[config.mk]
export PLATFORM = sky130hd
export DESIGN_NAME = xint_regbank
export DESIGN_NICKNAME = d
export VERILOG_FILES = /design/src/rtl/xint_pkg.sv /design/src/rtl/xint_sync.sv /design/src/rtl/xint_w1_reg.sv /design/src/rtl/xint_attr_bank.sv /design/src/rtl/xint_detect.sv /design/src/rtl/xint_regbank.sv
export SDC_FILE = /design/constraint.sdc
export NUM_CORES = 1
export LEC_CHECK = 0
export BUFFER_PORTS_ARGS = -buffer_cell sky130_fd_sc_hd__buf_2
export CAP_MARGIN = 20
export CORE_ASPECT_RATIO = 0.6
export CORE_MARGIN = 3
export CORE_UTILIZATION = 40
export DETAILED_ROUTE_END_ITERATION = 8
export HOLD_SLACK_MARGIN = 0.1
export PLACE_DENSITY_LB_ADDON = 0.05
export SETUP_SLACK_MARGIN = 0.1
export SYNTH_ARGS = -nofsm -noshare
export SYNTH_HDL_FRONTEND = slang
export SYNTH_SLANG_ARGS = --single-unit
[constraint.sdc]
create_clock -name clk -period 2.6 [get_ports clk]
set_clock_uncertainty 0.1 [all_clocks]
set_input_delay 0.13 -clock clk [delete_from_list [all_inputs] [get_ports clk]]
set_output_delay 0.13 -clock clk [all_outputs]
set_load 0.01 [all_outputs]
[src/rtl/xint_pkg.sv]
package xint_pkg;

    localparam int WORD_BITS = 32;
    localparam int WIDX_W    = 4;
    localparam int N_ATTR    = 4;

    localparam int IDX_MASK = 0;
    localparam int IDX_SENS = 1;
    localparam int IDX_SOFT = 2;
    localparam int IDX_POL  = 3;

    typedef enum logic [4:0] {
        GRP_STAT     = 5'd0,
        GRP_ACK      = 5'd1,
        GRP_MASK     = 5'd2,
        GRP_MASK_SET = 5'd3,
        GRP_MASK_CLR = 5'd4,
        GRP_SENS     = 5'd5,
        GRP_SENS_SET = 5'd6,
        GRP_SENS_CLR = 5'd7,
        GRP_SOFT     = 5'd8,
        GRP_SOFT_SET = 5'd9,
        GRP_SOFT_CLR = 5'd10,
        GRP_POL      = 5'd12,
        GRP_POL_SET  = 5'd13,
        GRP_POL_CLR  = 5'd14,
        GRP_DOM      = 5'd16
    } grp_e;

    typedef struct packed {
        logic              ack;
        logic              dom;
        logic [N_ATTR-1:0] set;
        logic [N_ATTR-1:0] clr;
    } wr_dec_t;

    function automatic wr_dec_t decode_write(grp_e g);
        wr_dec_t d;
        d = '0;
        case (g)
            GRP_ACK:      d.ack           = 1'b1;
            GRP_DOM:      d.dom           = 1'b1;
            GRP_MASK_SET: d.set[IDX_MASK] = 1'b1;
            GRP_MASK_CLR: d.clr[IDX_MASK] = 1'b1;
            GRP_SENS_SET: d.set[IDX_SENS] = 1'b1;
            GRP_SENS_CLR: d.clr[IDX_SENS] = 1'b1;
            GRP_SOFT_SET: d.set[IDX_SOFT] = 1'b1;
            GRP_SOFT_CLR: d.clr[IDX_SOFT] = 1'b1;
            GRP_POL_SET:  d.set[IDX_POL]  = 1'b1;
            GRP_POL_CLR:  d.clr[IDX_POL]  = 1'b1;
            default:      d               = '0;
        endcase
        return d;
    endfunction

    function automatic int words_for(int lines);
        return (lines + WORD_BITS - 1) / WORD_BITS;
    endfunction

endpackage

[src/rtl/xint_sync.sv]
module xint_sync #(
    parameter int W = 8
) (
    input  logic         clk,
    input  logic         rst,
    input  logic [W-1:0] async_i,
    output logic [W-1:0] sync_o
);
    logic [W-1:0] meta_q;
    logic [W-1:0] stab_q;

    always_ff @(posedge clk) begin
        if (rst) begin
            meta_q <= '0;
            stab_q <= '0;
        end else begin
            meta_q <= async_i;
            stab_q <= meta_q;
        end
    end

    assign sync_o = stab_q;
endmodule

[src/rtl/xint_w1_reg.sv]
module xint_w1_reg #(
    parameter int W = 8
) (
    input  logic         clk,
    input  logic         rst,
    input  logic [W-1:0] set_i,
    input  logic [W-1:0] clr_i,
    output logic [W-1:0] q_o
);
    logic [W-1:0] q;

    always_ff @(posedge clk) begin
        if (rst) q <= '0;
        else     q <= (q | set_i) & ~clr_i;
    end

    assign q_o = q;

    for (genvar i = 0; i < W; i++) begin : g_chk
        AST_SET_STICKS: assert property (@(posedge clk) disable iff (rst)
            (set_i[i] && !clr_i[i]) |=> q_o[i]);
        AST_CLR_STICKS: assert property (@(posedge clk) disable iff (rst)
            clr_i[i] |=> !q_o[i]);
        AST_ZERO_HOLDS: assert property (@(posedge clk) disable iff (rst)
            (!set_i[i] && !clr_i[i]) |=> (q_o[i] == $past(q_o[i])));
    end
endmodule

[src/rtl/xint_attr_bank.sv]
module xint_attr_bank
    import xint_pkg::*;
#(
    parameter int NUM_LINES = 40
) (
    input  logic                 clk,
    input  logic                 rst,
    input  logic                 wr_en_i,
    input  grp_e                 wr_grp_i,
    input  logic [WIDX_W-1:0]    wr_word_i,
    input  logic [31:0]          wr_data_i,
    output logic [NUM_LINES-1:0] mask_o,
    output logic [NUM_LINES-1:0] sens_o,
    output logic [NUM_LINES-1:0] soft_o,
    output logic [NUM_LINES-1:0] pol_o,
    output logic [NUM_LINES-1:0] dom_o,
    output logic [NUM_LINES-1:0] ack_o
);
    wr_dec_t                           dec;
    logic [NUM_LINES-1:0]              line_wd;
    logic [NUM_LINES-1:0]              word_hit;
    logic [N_ATTR-1:0][NUM_LINES-1:0]  set_v;
    logic [N_ATTR-1:0][NUM_LINES-1:0]  clr_v;
    logic [N_ATTR-1:0][NUM_LINES-1:0]  attr_q;
    logic [NUM_LINES-1:0]              dom_q;

    assign dec = decode_write(wr_grp_i);

    for (genvar i = 0; i < NUM_LINES; i++) begin : g_spread
        localparam int WI = i / WORD_BITS;
        localparam int BI = i % WORD_BITS;
        assign word_hit[i] = (wr_word_i == WIDX_W'(WI));
        assign line_wd[i]  = word_hit[i] & wr_data_i[BI];

        always_ff @(posedge clk) begin
            if (rst)                               dom_q[i] <= 1'b0;
            else if (wr_en_i && dec.dom && word_hit[i]) dom_q[i] <= wr_data_i[BI];
        end
    end

    for (genvar a = 0; a < N_ATTR; a++) begin : g_attr
        assign set_v[a] = (wr_en_i && dec.set[a]) ? line_wd : '0;
        assign clr_v[a] = (wr_en_i && dec.clr[a]) ? line_wd : '0;

        xint_w1_reg #(.W(NUM_LINES)) u_reg (
            .clk   (clk),
            .rst   (rst),
            .set_i (set_v[a]),
            .clr_i (clr_v[a]),
            .q_o   (attr_q[a])
        );
    end

    assign mask_o = attr_q[IDX_MASK];
    assign sens_o = attr_q[IDX_SENS];
    assign soft_o = attr_q[IDX_SOFT];
    assign pol_o  = attr_q[IDX_POL];
    assign dom_o  = dom_q;
    assign ack_o  = (wr_en_i && dec.ack) ? line_wd : '0;

    AST_ACK_NOT_STORED: assert property (@(posedge clk) disable iff (rst)
        (wr_en_i && dec.ack) |=> ($stable(attr_q) && $stable(dom_q)));
endmodule

[src/rtl/xint_detect.sv]
module xint_detect #(
    parameter int NUM_LINES = 40
) (
    input  logic                 clk,
    input  logic                 rst,
    input  logic [NUM_LINES-1:0] sync_i,
    input  logic [NUM_LINES-1:0] sens_i,
    input  logic [NUM_LINES-1:0] pol_i,
    input  logic [NUM_LINES-1:0] soft_i,
    input  logic [NUM_LINES-1:0] dom_i,
    input  logic [NUM_LINES-1:0] ack_i,
    output logic [NUM_LINES-1:0] status_o
);
    logic [NUM_LINES-1:0] prev_q;
    logic [NUM_LINES-1:0] pend_q;
    logic [NUM_LINES-1:0] rise;
    logic [NUM_LINES-1:0] fall;
    logic [NUM_LINES-1:0] hit;
    logic [NUM_LINES-1:0] lvl_act;

    always_comb begin
        rise    = sync_i & ~prev_q;
        fall    = ~sync_i & prev_q;
        hit     = ~sens_i & ((pol_i & rise) | (~pol_i & fall));
        lvl_act = sens_i & ~(sync_i ^ pol_i);
    end

    always_ff @(posedge clk) begin
        if (rst) begin
            prev_q <= '0;
            pend_q <= '0;
        end else begin
            prev_q <= sync_i;
            pend_q <= (pend_q & ~ack_i) | hit;
        end
    end

    assign status_o = dom_i & ((~sens_i & pend_q) | lvl_act | soft_i);

    for (genvar i = 0; i < NUM_LINES; i++) begin : g_chk
        AST_LATCH_NEEDS_EDGE_TYPE: assert property (@(posedge clk) disable iff (rst)
            $rose(pend_q[i]) |-> !$past(sens_i[i]));
        AST_ACK_DROPS_REQUEST: assert property (@(posedge clk) disable iff (rst)
            (ack_i[i] && (sync_i[i] == prev_q[i])) |=> !pend_q[i]);
        AST_STEADY_INPUT_NO_LATCH: assert property (@(posedge clk) disable iff (rst)
            (!pend_q[i] && (sync_i[i] == prev_q[i])) |=> !pend_q[i]);
    end
endmodule

[src/rtl/xint_regbank.sv]
module xint_regbank
    import xint_pkg::*;
#(
    parameter int NUM_LINES = 40
) (
    input  logic                 clk,
    input  logic                 rst,
    input  logic [NUM_LINES-1:0] ext_line_i,
    input  logic [11:2]          bus_addr_i,
    input  logic                 bus_wr_i,
    input  logic [31:0]          bus_wdata_i,
    input  logic                 bus_rd_i,
    output logic [31:0]          bus_rdata_o,
    output logic                 irq_o
);
    localparam int WORDS = words_for(NUM_LINES);
    localparam int PADW  = WORDS * WORD_BITS;

    grp_e                 grp;
    logic [WIDX_W-1:0]    word;
    logic                 in_range;
    logic [NUM_LINES-1:0] sync_w;
    logic [NUM_LINES-1:0] mask_w, sens_w, soft_w, pol_w, dom_w, ack_w;
    logic [NUM_LINES-1:0] status_w;
    logic [NUM_LINES-1:0] rd_vec;
    logic [PADW-1:0]      rd_pad;
    logic [31:0]          rd_word;
    logic [31:0]          rdata_q;

    assign grp      = grp_e'(bus_addr_i[10:6]);
    assign word     = bus_addr_i[5:2];
    assign in_range = !bus_addr_i[11];

    xint_sync #(.W(NUM_LINES)) u_sync (
        .clk     (clk),
        .rst     (rst),
        .async_i (ext_line_i),
        .sync_o  (sync_w)
    );

    xint_attr_bank #(.NUM_LINES(NUM_LINES)) u_bank (
        .clk       (clk),
        .rst       (rst),
        .wr_en_i   (bus_wr_i && in_range),
        .wr_grp_i  (grp),
        .wr_word_i (word),
        .wr_data_i (bus_wdata_i),
        .mask_o    (mask_w),
        .sens_o    (sens_w),
        .soft_o    (soft_w),
        .pol_o     (pol_w),
        .dom_o     (dom_w),
        .ack_o     (ack_w)
    );

    xint_detect #(.NUM_LINES(NUM_LINES)) u_detect (
        .clk      (clk),
        .rst      (rst),
        .sync_i   (sync_w),
        .sens_i   (sens_w),
        .pol_i    (pol_w),
        .soft_i   (soft_w),
        .dom_i    (dom_w),
        .ack_i    (ack_w),
        .status_o (status_w)
    );

    always_comb begin
        case (grp)
            GRP_STAT: rd_vec = status_w;
            GRP_MASK: rd_vec = mask_w;
            GRP_SENS: rd_vec = sens_w;
            GRP_SOFT: rd_vec = soft_w;
            GRP_POL:  rd_vec = pol_w;
            GRP_DOM:  rd_vec = dom_w;
            default:  rd_vec = '0;
        endcase
        rd_pad                 = '0;
        rd_pad[NUM_LINES-1:0]  = rd_vec;
        rd_word                = '0;
        if (in_range && (int'(word) < WORDS))
            rd_word = rd_pad[int'(word)*WORD_BITS +: WORD_BITS];
    end

    always_ff @(posedge clk) begin
        if (rst)           rdata_q <= '0;
        else if (bus_rd_i) rdata_q <= rd_word;
    end

    assign bus_rdata_o = rdata_q;
    assign irq_o       = |(status_w & ~mask_w);

    AST_UNROUTED_QUIET: assert property (@(posedge clk) disable iff (rst)
        !(|dom_w) |-> !irq_o);
    AST_SOFT_REACHES_IRQ: assert property (@(posedge clk) disable iff (rst)
        (|(soft_w & dom_w & ~mask_w)) |-> irq_o);
    AST_ACK_READS_ZERO: assert property (@(posedge clk) disable iff (rst)
        (bus_rd_i && grp == GRP_ACK) |=> (bus_rdata_o == 32'h0));
    AST_ALL_MASKED_QUIET: assert property (@(posedge clk) disable iff (rst)
        (&mask_w) |-> !irq_o);
endmodule

Yosys cells after proc, flatten, opt, wreduce, memory -nomap -nowiden:

Index checks and enable logic that the tools add are counted.

* flip-flop bits (word level): 392
* input bits: 86
* output and inout port bits: 33
* word-level logic and storage cells: 179

* magnitude comparators: 1
* equal/unequal tests: 15
* shifts and indexed selects: 1
* muxes and demuxes: 21
* bitwise logic cells: 74
* reductions and logical operators: 18

Operator list (number)
* AND 40 bit: 14
* NOT 40 bit: 11
* two-way mux 40 bit: 9
* OR 40 bit: 8
* case mux 40 bit (6 select lines): 1
* indexed part select 64 x 10 -> 32 bit: 1
* AND 1 bit: 40
* OR reduction 40 bit: 1
* bitwise XOR 40 bit: 1
* two-way mux 32 bit: 1
* equality test 5 x 4 -> 1 bit (second input constant): 6
* equality test 5 x 3 -> 1 bit (second input constant): 4
* logical AND 1 bit: 14
* equality test 5 x 2 -> 1 bit (second input constant): 2
* two-way mux 1 bit: 10
* equality test 5 x 1 -> 1 bit (second input constant): 1
* equality test 5 bit (second input constant): 1
* logical NOT 5 bit: 1
* equality test 4 x 1 -> 1 bit (second input constant): 1
* logical NOT 4 bit: 1
* less-than comparator 4 x 2 -> 1 bit (second input constant): 1
* logical NOT 1 bit: 1

Longest topological paths before layout:

Gate-level depths: netlist of run 1.

* depth in word-level cells: 9
* depth in mapped cells: 9
* mapped depth without buffers: 6

Modules after synthesis:

From an unflattened synthesis of run 1, not the netlist that was laid out.

* cells, all modules: 2183
* area total of the unflattened synthesis: 18766.7 um^2

By module, submodules not included
* xint_w1_reg: times used 4, cells each 124, area an instance 1402.6 um^2, seq. area each 800.8 um^2
* xint_detect: times used 1, cells each 489, area an instance 4347.9 um^2, seq. area each 1601.5 um^2
* xint_attr_bank: times used 1, cells each 626, area an instance 3563.4 um^2, seq. area each 800.8 um^2
* xint_regbank: times used 1, cells each 404, area an instance 3103.0 um^2, seq. area each 640.6 um^2
* xint_sync: times used 1, cells each 168, area an instance 2142.1 um^2, seq. area each 1601.5 um^2

Least setup slack after synthesis of run 1:

No wires, ideal clock.

* path kind: reg2out
* start: register u_bank.g_attr[3].u_reg.q[29]
* end: output irq_o
* data arrival time: 1687 ps
* data required time: 2370 ps
* setup slack: 683 ps
* cell stages (with the launch flop): 7
* buffers on the path: 0
* path through: dfxtp_1 -> xnor2_1 -> a211oi_1 -> nor3b_1 -> nor4_1 -> nand3_1 -> or4b_1

* cells in the longest elaborated chain, start to end: 8

RTL lines
* start, declared: RTL line xint_w1_reg.sv:10 `logic [W-1:0] q;`
* start signal, assigned: RTL line xint_w1_reg.sv:14 `else q <= (q | set_i) & ~clr_i;`
* bitwise XOR 40 bit: RTL line xint_detect.sv:25 `lvl_act = sens_i & ~(sync_i ^ pol_i);`
* NOT 40 bit: RTL line xint_detect.sv:25
* AND 40 bit: RTL line xint_detect.sv:25
* OR 40 bit (2 in series): RTL line xint_detect.sv:38 `assign status_o = dom_i & ((~sens_i & pend_q) | lvl_act | soft_i);`
* AND 40 bit: RTL line xint_detect.sv:38
* AND 40 bit: RTL line xint_regbank.sv:91 `assign irq_o = |(status_w & ~mask_w);`
* OR reduction 40 bit: RTL line xint_regbank.sv:91
* end, declared: RTL line xint_regbank.sv:14 `output logic irq_o`

No other way between the ends.

Worst setup path in the final report of run 1:

* start: register u_bank.g_attr[3].u_reg.q[9]
* end: output irq_o

Same word-level chain as after synthesis.

==> run summary, run 1 <==
TritonCTS built the clock tree. The number of distinct library cells after synthesis is 51. The number of warnings reported in the yosys synthesis log came out at 0. The xor and xnor area share after synthesis came out at 2.099%. The mux share of post-synthesis cell area came out at 0.6673%.

The number of H-tree levels came out at 2. The I/O pin count is 119. The placed standard-cell area came out at 18080 sq um. The final wirelength is 57940 um.

The switching fraction of total power came out at 22.94%. At the end of routability-driven placement, the weighted congestion stood at 0.8374. The area added between synthesis and finish is 22.61%. The initial core utilization came out at 40.91%. The final total negative setup slack came out at -0.3735 ns. The peak clock frequency supported by timing came out at 336.3 MHz.

Buffers inserted during clock tree synthesis total 38. After synthesis, the largest family of logic cells by area is compound AO/OA/AOI/OAI gates. At the pin with the least slew margin, the transition time is 0.6675 ns.

Counting the fill cells in the layout gives 3889. The number of global-route vias before repair is 14035. The net count after synthesis is 1968.

The largest net degree at the start of global routing is 87. The share of power burned in the clock network is 45.6%. The die width is 269.7 um. The checks that failed: setup timing.

The adder and majority cell fraction of the synthesized area is 0%. The maximum fanout count along the critical path came out at 5. Each instance of the synthesized netlist takes up on average 8.867 sq um.

The final standard cell area without fillers came out at 20460 sq um. The maximum VDD drop came out at 0.3437 mV. Summing over every cut layer, the via total after detailed routing is 14971. Across all setup checks in the final design, the least slack found is -0.3735 ns. Of the cells placed in the final design, the portion with a size suffix greater than 1 is 17.40%. The average wire per cell in the routed design is 22.12 um.

The final HPWL from detailed placement came out at 34780 um. The net count of the finished layout came out at 2117. The library cell with the highest instance count after synthesis is sky130_fd_sc_hd__dfxtp_1.

The most critical setup path has its startpoint at u_bank.g_attr[3].u_reg.q_o[9]. The clock passes through at most 3 buffers. The all-layer global routing usage is 25.59%. For this run, asynchronously set or reset flops after synthesis account for 0%. The quantity of I/O buffers inserted on ports came out at 118. By area the synthesized netlist is led by sky130_fd_sc_hd__dfxtp_1, sky130_fd_sc_hd__a21oi_1, sky130_fd_sc_hd__a211oi_1.

The multi-input combinational cell area came out at 8319 sq um. The flow ran to the end, but the final reports show violations. The tightest min-delay check is of the in -> reg type. The clock slew at the register clock pins of the worst setup and hold paths is 0.07 ns. The overall die height is 164.2 um. The part of the cycle the worst path needs is 114.4%.

The type of the worst setup path is reg -> out. The total overflow reported by the global router came out at 0. The max-cap check violation count came out at 0. The sort of element at the end of the critical path is an output port.

The clock sink total came out at 392. The fraction of power consumed by sequential logic is 48.8%. The floorplan die area is 44290 sq um. Data on the critical path arrives at its endpoint at 2.74 ns.

The commonest cells after synthesis are sky130_fd_sc_hd__dfxtp_1, sky130_fd_sc_hd__a21oi_1, sky130_fd_sc_hd__a211oi_1. The insertion delay to the later sink of the worst-skew pair came out at 0.54 ns. Measured against its own limit, the worst slew margin works out to 55.41%. The category of the worst setup path launch point is a flip-flop. The fraction of post-synthesis cell area in the top cell type by area came out at 47.03%. The max-slew violation count was 0. The first global-routing pass estimated 87440 um of wire.

The number of synthesized flops with an enable pin came out at 0. The post-route DRC violation count came out at 0. The analysis attributes to cell leakage a power of 0.007044 uW. Synthesis produced 1882 cells. The sequential cell area is 7896 sq um. The fraction of power consumed by combinational cells came out at 5.6%. The mapped cell area is 16690 sq um. Setup repair after global routing could not meet its margin everywhere. Subtracting the final worst setup slack from the clock period gives 2.973 ns.

The final setup violation count is 1. The first routing iteration left 1498 violations. The area share of and/or/nand/nor cells after synthesis came out at 20.83%. The initial antenna violation count came out at 2. The worst register-to-register path begins at u_sync.sync_o[32]. The number of nets still failing antenna checks after routing is 0. For this design the ratio of total power to cell area is 615.9 nW/um^2. After detailed routing, the number of vias per cell comes to 5.716. The library cell with the largest summed area after synthesis is sky130_fd_sc_hd__dfxtp_1. The number of cell rows came out at 57.

The sequential element share of the synthesized area came out at 47.03%. The buffer cell driving the clock tree root is sky130_fd_sc_hd__clkbuf_16. At the worst endpoint, the required time is 2.37 ns.

The area of the placeable core came out at 40790 sq um. In this run the power spent charging and discharging nets is 2891 uW. The number of hold-slack violations in the final timing report came out at 0. The internal power of the cells totals 9712 uW. The number of synthesized register bits is 392. The startpoint identified for the worst hold timing path is bus_addr_i[2]. Summing the areas of all compound-gate instances in the mapped netlist gives 24.99% of the synthesized area. For this run, the leading register cell type out of synthesis is sky130_fd_sc_hd__dfxtp_1. The number of iterations in the first detailed-routing pass is 6.
## routing by layer
| layer | vias up | routed length, um | track usage, % |
|---|---|---|---|
| li1 | 7142 | - | - |
| met1 | 7227 | 27840 | 37.02 |
| met2 | 512 | 24880 | 39.34 |
| met3 | 86 | 4100 | 4.920 |
| met4 | 4 | 1090 | 6.155 |
| met5 | - | 23 | 0 |
## cells in the final DEF, fill, tap and decap left out, types with 27 or more instances in the layout
master	synthesis	final
sky130_fd_sc_hd__a22oi_1	49	48
sky130_fd_sc_hd__nand2_1	130	130
sky130_fd_sc_hd__dlygate4sd3_1	0	88
sky130_fd_sc_hd__a21oi_1	324	324
sky130_fd_sc_hd__a211oi_1	183	174
sky130_fd_sc_hd__nor2_1	109	105
sky130_fd_sc_hd__a31oi_1	29	29
sky130_fd_sc_hd__nand3b_1	56	56
sky130_fd_sc_hd__buf_2	45	116
sky130_fd_sc_hd__or3b_2	39	39
sky130_fd_sc_hd__clkbuf_16	0	39
sky130_fd_sc_hd__buf_4	7	45
sky130_fd_sc_hd__dfxtp_2	0	27
sky130_fd_sc_hd__nor2b_1	149	149
sky130_fd_sc_hd__and2_1	34	34
sky130_fd_sc_hd__dfxtp_1	392	361
## cell families after synthesis
| kind of cell | after synthesis |
|---|---|
| buf+inv | 169 |
| simple gates | 610 |
| compound gates | 660 |
| mux | 11 |
| flops | 392 |
| xor+xnor | 40 |
## worst max-delay path, stage by stage, from the launching register on
cell,delay (ns)
sky130_fd_sc_hd__dfxtp_2,0.35
sky130_fd_sc_hd__xnor2_1,0.15
sky130_fd_sc_hd__a211oi_2,0.23
sky130_fd_sc_hd__nor3b_1,0.13
sky130_fd_sc_hd__nor4_2,0.47
sky130_fd_sc_hd__nand3_1,0.17
sky130_fd_sc_hd__or4b_4,0.57
sky130_fd_sc_hd__buf_6,0.14
## flip-flops by register name, summed over array words and instances, names as in the netlist
register,flops
u_bank.g_attr.u_reg.q_o,160
u_bank.dom_o,40
u_detect.pend_q,40
u_detect.prev_q,40
u_sync.meta_q,40
u_sync.sync_o,40
bus_rdata_o,32
## area by class of cell
class,instances,share of cell area [%]
repair buffers,272,10.98
well taps,560,3.424
multi-input cells,1321,40.66
diodes,1,0.01223
flip-flops and latches,392,38.59
inverters,6,0.1101
clock buffers,54,5.485
clock inverters,13,0.7399
## power groups by stage
stage | clock, uW | sequential [uW] | combinational [uW]
6_report | 5750 | 6150 | 704
3_3_place_gp | 0 | 6290 | 599
5_1_grt | 6120 | 6160 | 759
3_5_place_dp | 0 | 6290 | 598
2_1_floorplan | 0 | 6270 | 336
4_1_cts | 5870 | 6150 | 698
## repair_timing
action | CTS | global route
endpoints found under the hold margin | 238 | 0
gates resized for setup | 45 | 18
hold buffers | 88 | 0
setup endpoints to repair | 1 | 1
setup buffers | 3 | 2
pin swaps | 14 | 8
## path summary, 6_finish.rpt
| check | end | depth (start not counted) | slack (ns) |
|---|---|---|---|
| hold / removal | bus_rdata_o[3] | 3 | 0.17 |
| setup reg to reg | bus_rdata_o[0] | 8 | 0.41 |
| hold reg to reg | u_sync.sync_o[13] | 1 | 0.34 |
| setup / recovery | irq_o | 7 | -0.37 |
## through the flow
stage / instances / hold slack (ns) / utilization (%) / setup WS [ns] / total power (uW)
finish: 2619 / 0.1725 / 50.16 / -0.3735 / 12600
global route: 2618 / 0.2128 / 50.15 / -0.4175 / 13040
CTS: 2616 / 0.1339 / 50.02 / -0.3416 / 12720
detailed placement: 2458 / 0.2432 / 44.31 / -0.4348 / 6887
global placement: 2458 / 0.2366 / 44.31 / -0.4565 / 6887
floorplan: 1882 / 0.1582 / - / 0.6826 / 6608
No activity file was read; power rests on OpenSTA's default activity.
==> inputs of run 2 (changes only) <==
Settings changed: ABC_AREA set to 1.
==> run summary, run 2 <==
The count of filler cells inserted in the layout is 4335. For this run, design rule violations remaining after detail routing come to 0. The overall die height came out at 167.7 um. The worst setup path is of the reg -> out kind. In this run the critical register-to-register path is launched from u_bank.g_attr[1].u_reg.q_o[34]. The floorplan die area is 46180 sq um.

The largest total area in the synthesized netlist belongs to sky130_fd_sc_hd__dfxtp_1. The clock slew at the register clock pins of the worst setup and hold paths is 0.06 ns. The min-delay analysis places its worst path in the category in -> reg.

The flow ran to the end, and the final reports show no timing, DRC or antenna violations. The clock sink total came out at 392. Setup violations remaining at the end of the flow were counted as 0. The fraction of post-synthesis cell area in the top cell type by area came out at 45.04%. The initial antenna violation count was 2. The total leakage power came out at 0.008984 uW. Power spread over the standard cell area amounts to 623.1 nW/um^2. The first global-routing pass estimated 94150 um of wire. The number of distinct library cells after synthesis came out at 28.

The number of standard cells in the final layout excluding fillers is 3389. The startpoint identified for the worst hold timing path is bus_addr_i[3]. The die width is 275.4 um. The fraction of power consumed by sequential logic is 47.0%.

Summing every instance area after synthesis gives 17420 sq um. The library cell with the highest instance count after synthesis is sky130_fd_sc_hd__nand2_1. The via density per instance came out at 5.099. The worst hold margin came out at 0.1425 ns. The number of hold-slack violations in the final timing report came out at 0.

Headroom to the max-slew limit came out at 33.83%. The final layout contains routed wiring with a total length of 61290 um. The final route contains 17282 vias. The sequential element share of the synthesized area came out at 45.04%. Data on the critical path is required at its endpoint by 2.37 ns. The number of iterations in the first detailed-routing pass came out at 6. The number of cell rows is 58. The average wire per cell in the routed design is 18.08 um.

The minimum clock period came out at 2.454 ns. The max-slew violation count is 0. The total overflow reported by the global router is 0. The number of warnings reported in the yosys synthesis log came out at 0. The share of post-route cells with drive strength above 1 is 10.01%. The cell-internal power is 10010 uW. The number of global-route vias before repair came to 15932. The share of power burned in the clock network is 47.0%.

At the pin with the least slew margin, the transition time is 0.9926 ns. The I/O pin count came out at 119. The setup fix buffers added after clock tree synthesis came out at 0. The quantity of I/O buffers inserted on ports came out at 118.

The insertion delay to the later sink of the worst-skew pair is 0.55 ns. The initial core utilization came out at 41.04%. The worst setup path is launched from a flip-flop.

IR analysis of the VDD net gives a maximum drop of 0.4942 mV. The peak clock frequency supported by timing is 407.5 MHz. The number of instances in the synthesized netlist is 2606.

For the final routed database, the setup TNS stands at 0 ns. The number of synthesized flops with an enable pin came out at 0. The max-cap check violation count came out at 0. The global placer's final weighted congestion came out at 0.9124. The final HPWL from detailed placement is 40140 um.

By area the synthesized netlist is led by sky130_fd_sc_hd__dfxtp_1, sky130_fd_sc_hd__nand2_1, sky130_fd_sc_hd__nor2_1. The area of the placeable core came out at 42450 sq um. In this run the deepest clock path goes through 3 buffers. The area added between synthesis and finish came out at 20.60%.

The net count of the finished layout came out at 2874. After synthesis, the most frequently instantiated cells are sky130_fd_sc_hd__nand2_1, sky130_fd_sc_hd__nor2_1, sky130_fd_sc_hd__dfxtp_1. The net count after synthesis is 2692. The final standard cell area without fillers is 21010 sq um. Dividing the final minimum period by the clock period gives 94.37%. In this run the worst setup path begins at u_bank.g_attr[1].u_reg.q_o[34]. The placed instances occupy a cell area of 18790 sq um. The switching fraction of total power came out at 23.56%.

Leaving out fill and tap cells, the most frequent cell in the layout is sky130_fd_sc_hd__nand2_1. The fraction of the core area covered by cells at the end of the flow is 49.50%. The switching power summed over all nets is 3084 uW. The signal arrival time at the worst endpoint came out at 2.22 ns.

Counting flops with an async set or reset pin after synthesis yields a share of 0%. The largest net degree at the start of global routing is 120. For this run, the total global-route usage over all layers was measured as 26.20%. The number of H-tree levels is 2. The mean instance size in the synthesized netlist came out at 6.686 sq um. The fraction of power consumed by combinational cells is 6.0%.

In this run the remaining antenna-violating nets after routing total 0. For this run, the leading register cell type out of synthesis is sky130_fd_sc_hd__dfxtp_1. In this run, synthesis produced a sequential element count of 392. The number of instances in the placed design is 3235. Leaving out fill and tap cells, the most frequent cells in the layout are sky130_fd_sc_hd__nand2_1, sky130_fd_sc_hd__nor2_1, sky130_fd_sc_hd__dfxtp_1, sky130_fd_sc_hd__inv_1, sky130_fd_sc_hd__a21oi_1. Clock tree synthesis selected as its root buffer the cell sky130_fd_sc_hd__clkbuf_16. The TritonCTS buffer count came out at 40. Along the worst path, the maximum fanout reaches 4. The first routing iteration left 1643 violations. The flip-flop count of the largest register after layout came out at 160. The worst setup path is captured at an output port. Setup repair after global routing could not meet its margin everywhere. TritonCTS built the clock tree.
[run 2: cell types whose count changed in the layout (fill, tap and decap cells not counted), sizes merged, moves of 39 or more]
cell and change:
inv +356, nor2b -149, nand2 +367, nand3b -54, a22oi -49, o21ai +320
a211oi -182, nor2 +323, o211ai +40, or3b -39, nand3 +63
[run 2: worst paths after layout]
path | end | slack, ns | depth (start not counted)
max | irq_o | 0.15 | 10
min | bus_rdata_o[1] | 0.14 | 6
max reg2reg | bus_rdata_o[2] | 0.86 | 7
min reg2reg | u_sync.sync_o[25] | 0.30 | 2
[run 2: power by group through the flow]
stage	Clock [uW]	Combinational, uW	Sequential [uW]
finish	6150	791	6150
global route	6520	873	6160
CTS	6260	780	6150
detailed placement	0	687	6280
global placement	0	678	6280
floorplan	0	403	6270
[run 2: critical path: stages, from the launching register on]
cell                      delay (ns)
sky130_fd_sc_hd__dfxtp_1        0.41
sky130_fd_sc_hd__inv_1          0.09
sky130_fd_sc_hd__a21oi_1        0.25
sky130_fd_sc_hd__nand2_1        0.13
sky130_fd_sc_hd__nand2_1        0.11
sky130_fd_sc_hd__nand2_1        0.07
sky130_fd_sc_hd__nor2_2         0.15
sky130_fd_sc_hd__nand2_1        0.06
sky130_fd_sc_hd__nor2_1         0.12
sky130_fd_sc_hd__nand3_2        0.12
sky130_fd_sc_hd__buf_2          0.17
[run 2: what timing repair did]
action,in CTS,in global routing
hold endpoints to repair,244,0
pin swaps,0,0
hold buffers,81,0
resized for setup,1,13
endpoints found under the setup margin,1,2
[run 2: logic make-up after synthesis]
| family | share of synthesized area, % |
|---|---|
| compound gates | 20.39 |
| simple gates | 23.53 |
| buf+inv | 11.04 |
| flops | 45.04 |
[run 2: final cells by class]
| type | count | area [sq um] | area share [%] |
|---|---|---|---|
| Antenna cell | 1 | 2.502 | 0.01191 |
| Clock buffer | 59 | 1204 | 5.728 |
| Clock inverter | 13 | 178.9 | 0.8514 |
| Inverter | 373 | 1408 | 6.698 |
| Multi-Input combinational cell | 1719 | 7710 | 36.69 |
| Sequential cell | 392 | 7853 | 37.37 |
| Tap cell | 570 | 713.2 | 3.394 |
| Timing Repair Buffer | 262 | 1946 | 9.259 |
[run 2: metrics by stage]
step,setup slack [ns],power [uW]
floorplan,1.196,6672
global placement,0.5955,6961
detailed placement,0.5193,6970
CTS,0.1038,13190
global route,0.06013,13550
finish,0.1463,13090
[run 2: layer usage]
metal | up-vias | share of wire, % | global-route usage, % | routed length (um)
li1 | 8645 | - | - | -
met3 | 72 | 8.5 | 5.772 | 5235
met5 | - | 0.016 | 0 | 10
met4 | 2 | 1.8 | 5.664 | 1083
met2 | 609 | 40 | 37.23 | 24610
met1 | 7954 | 50 | 40.07 | 30350
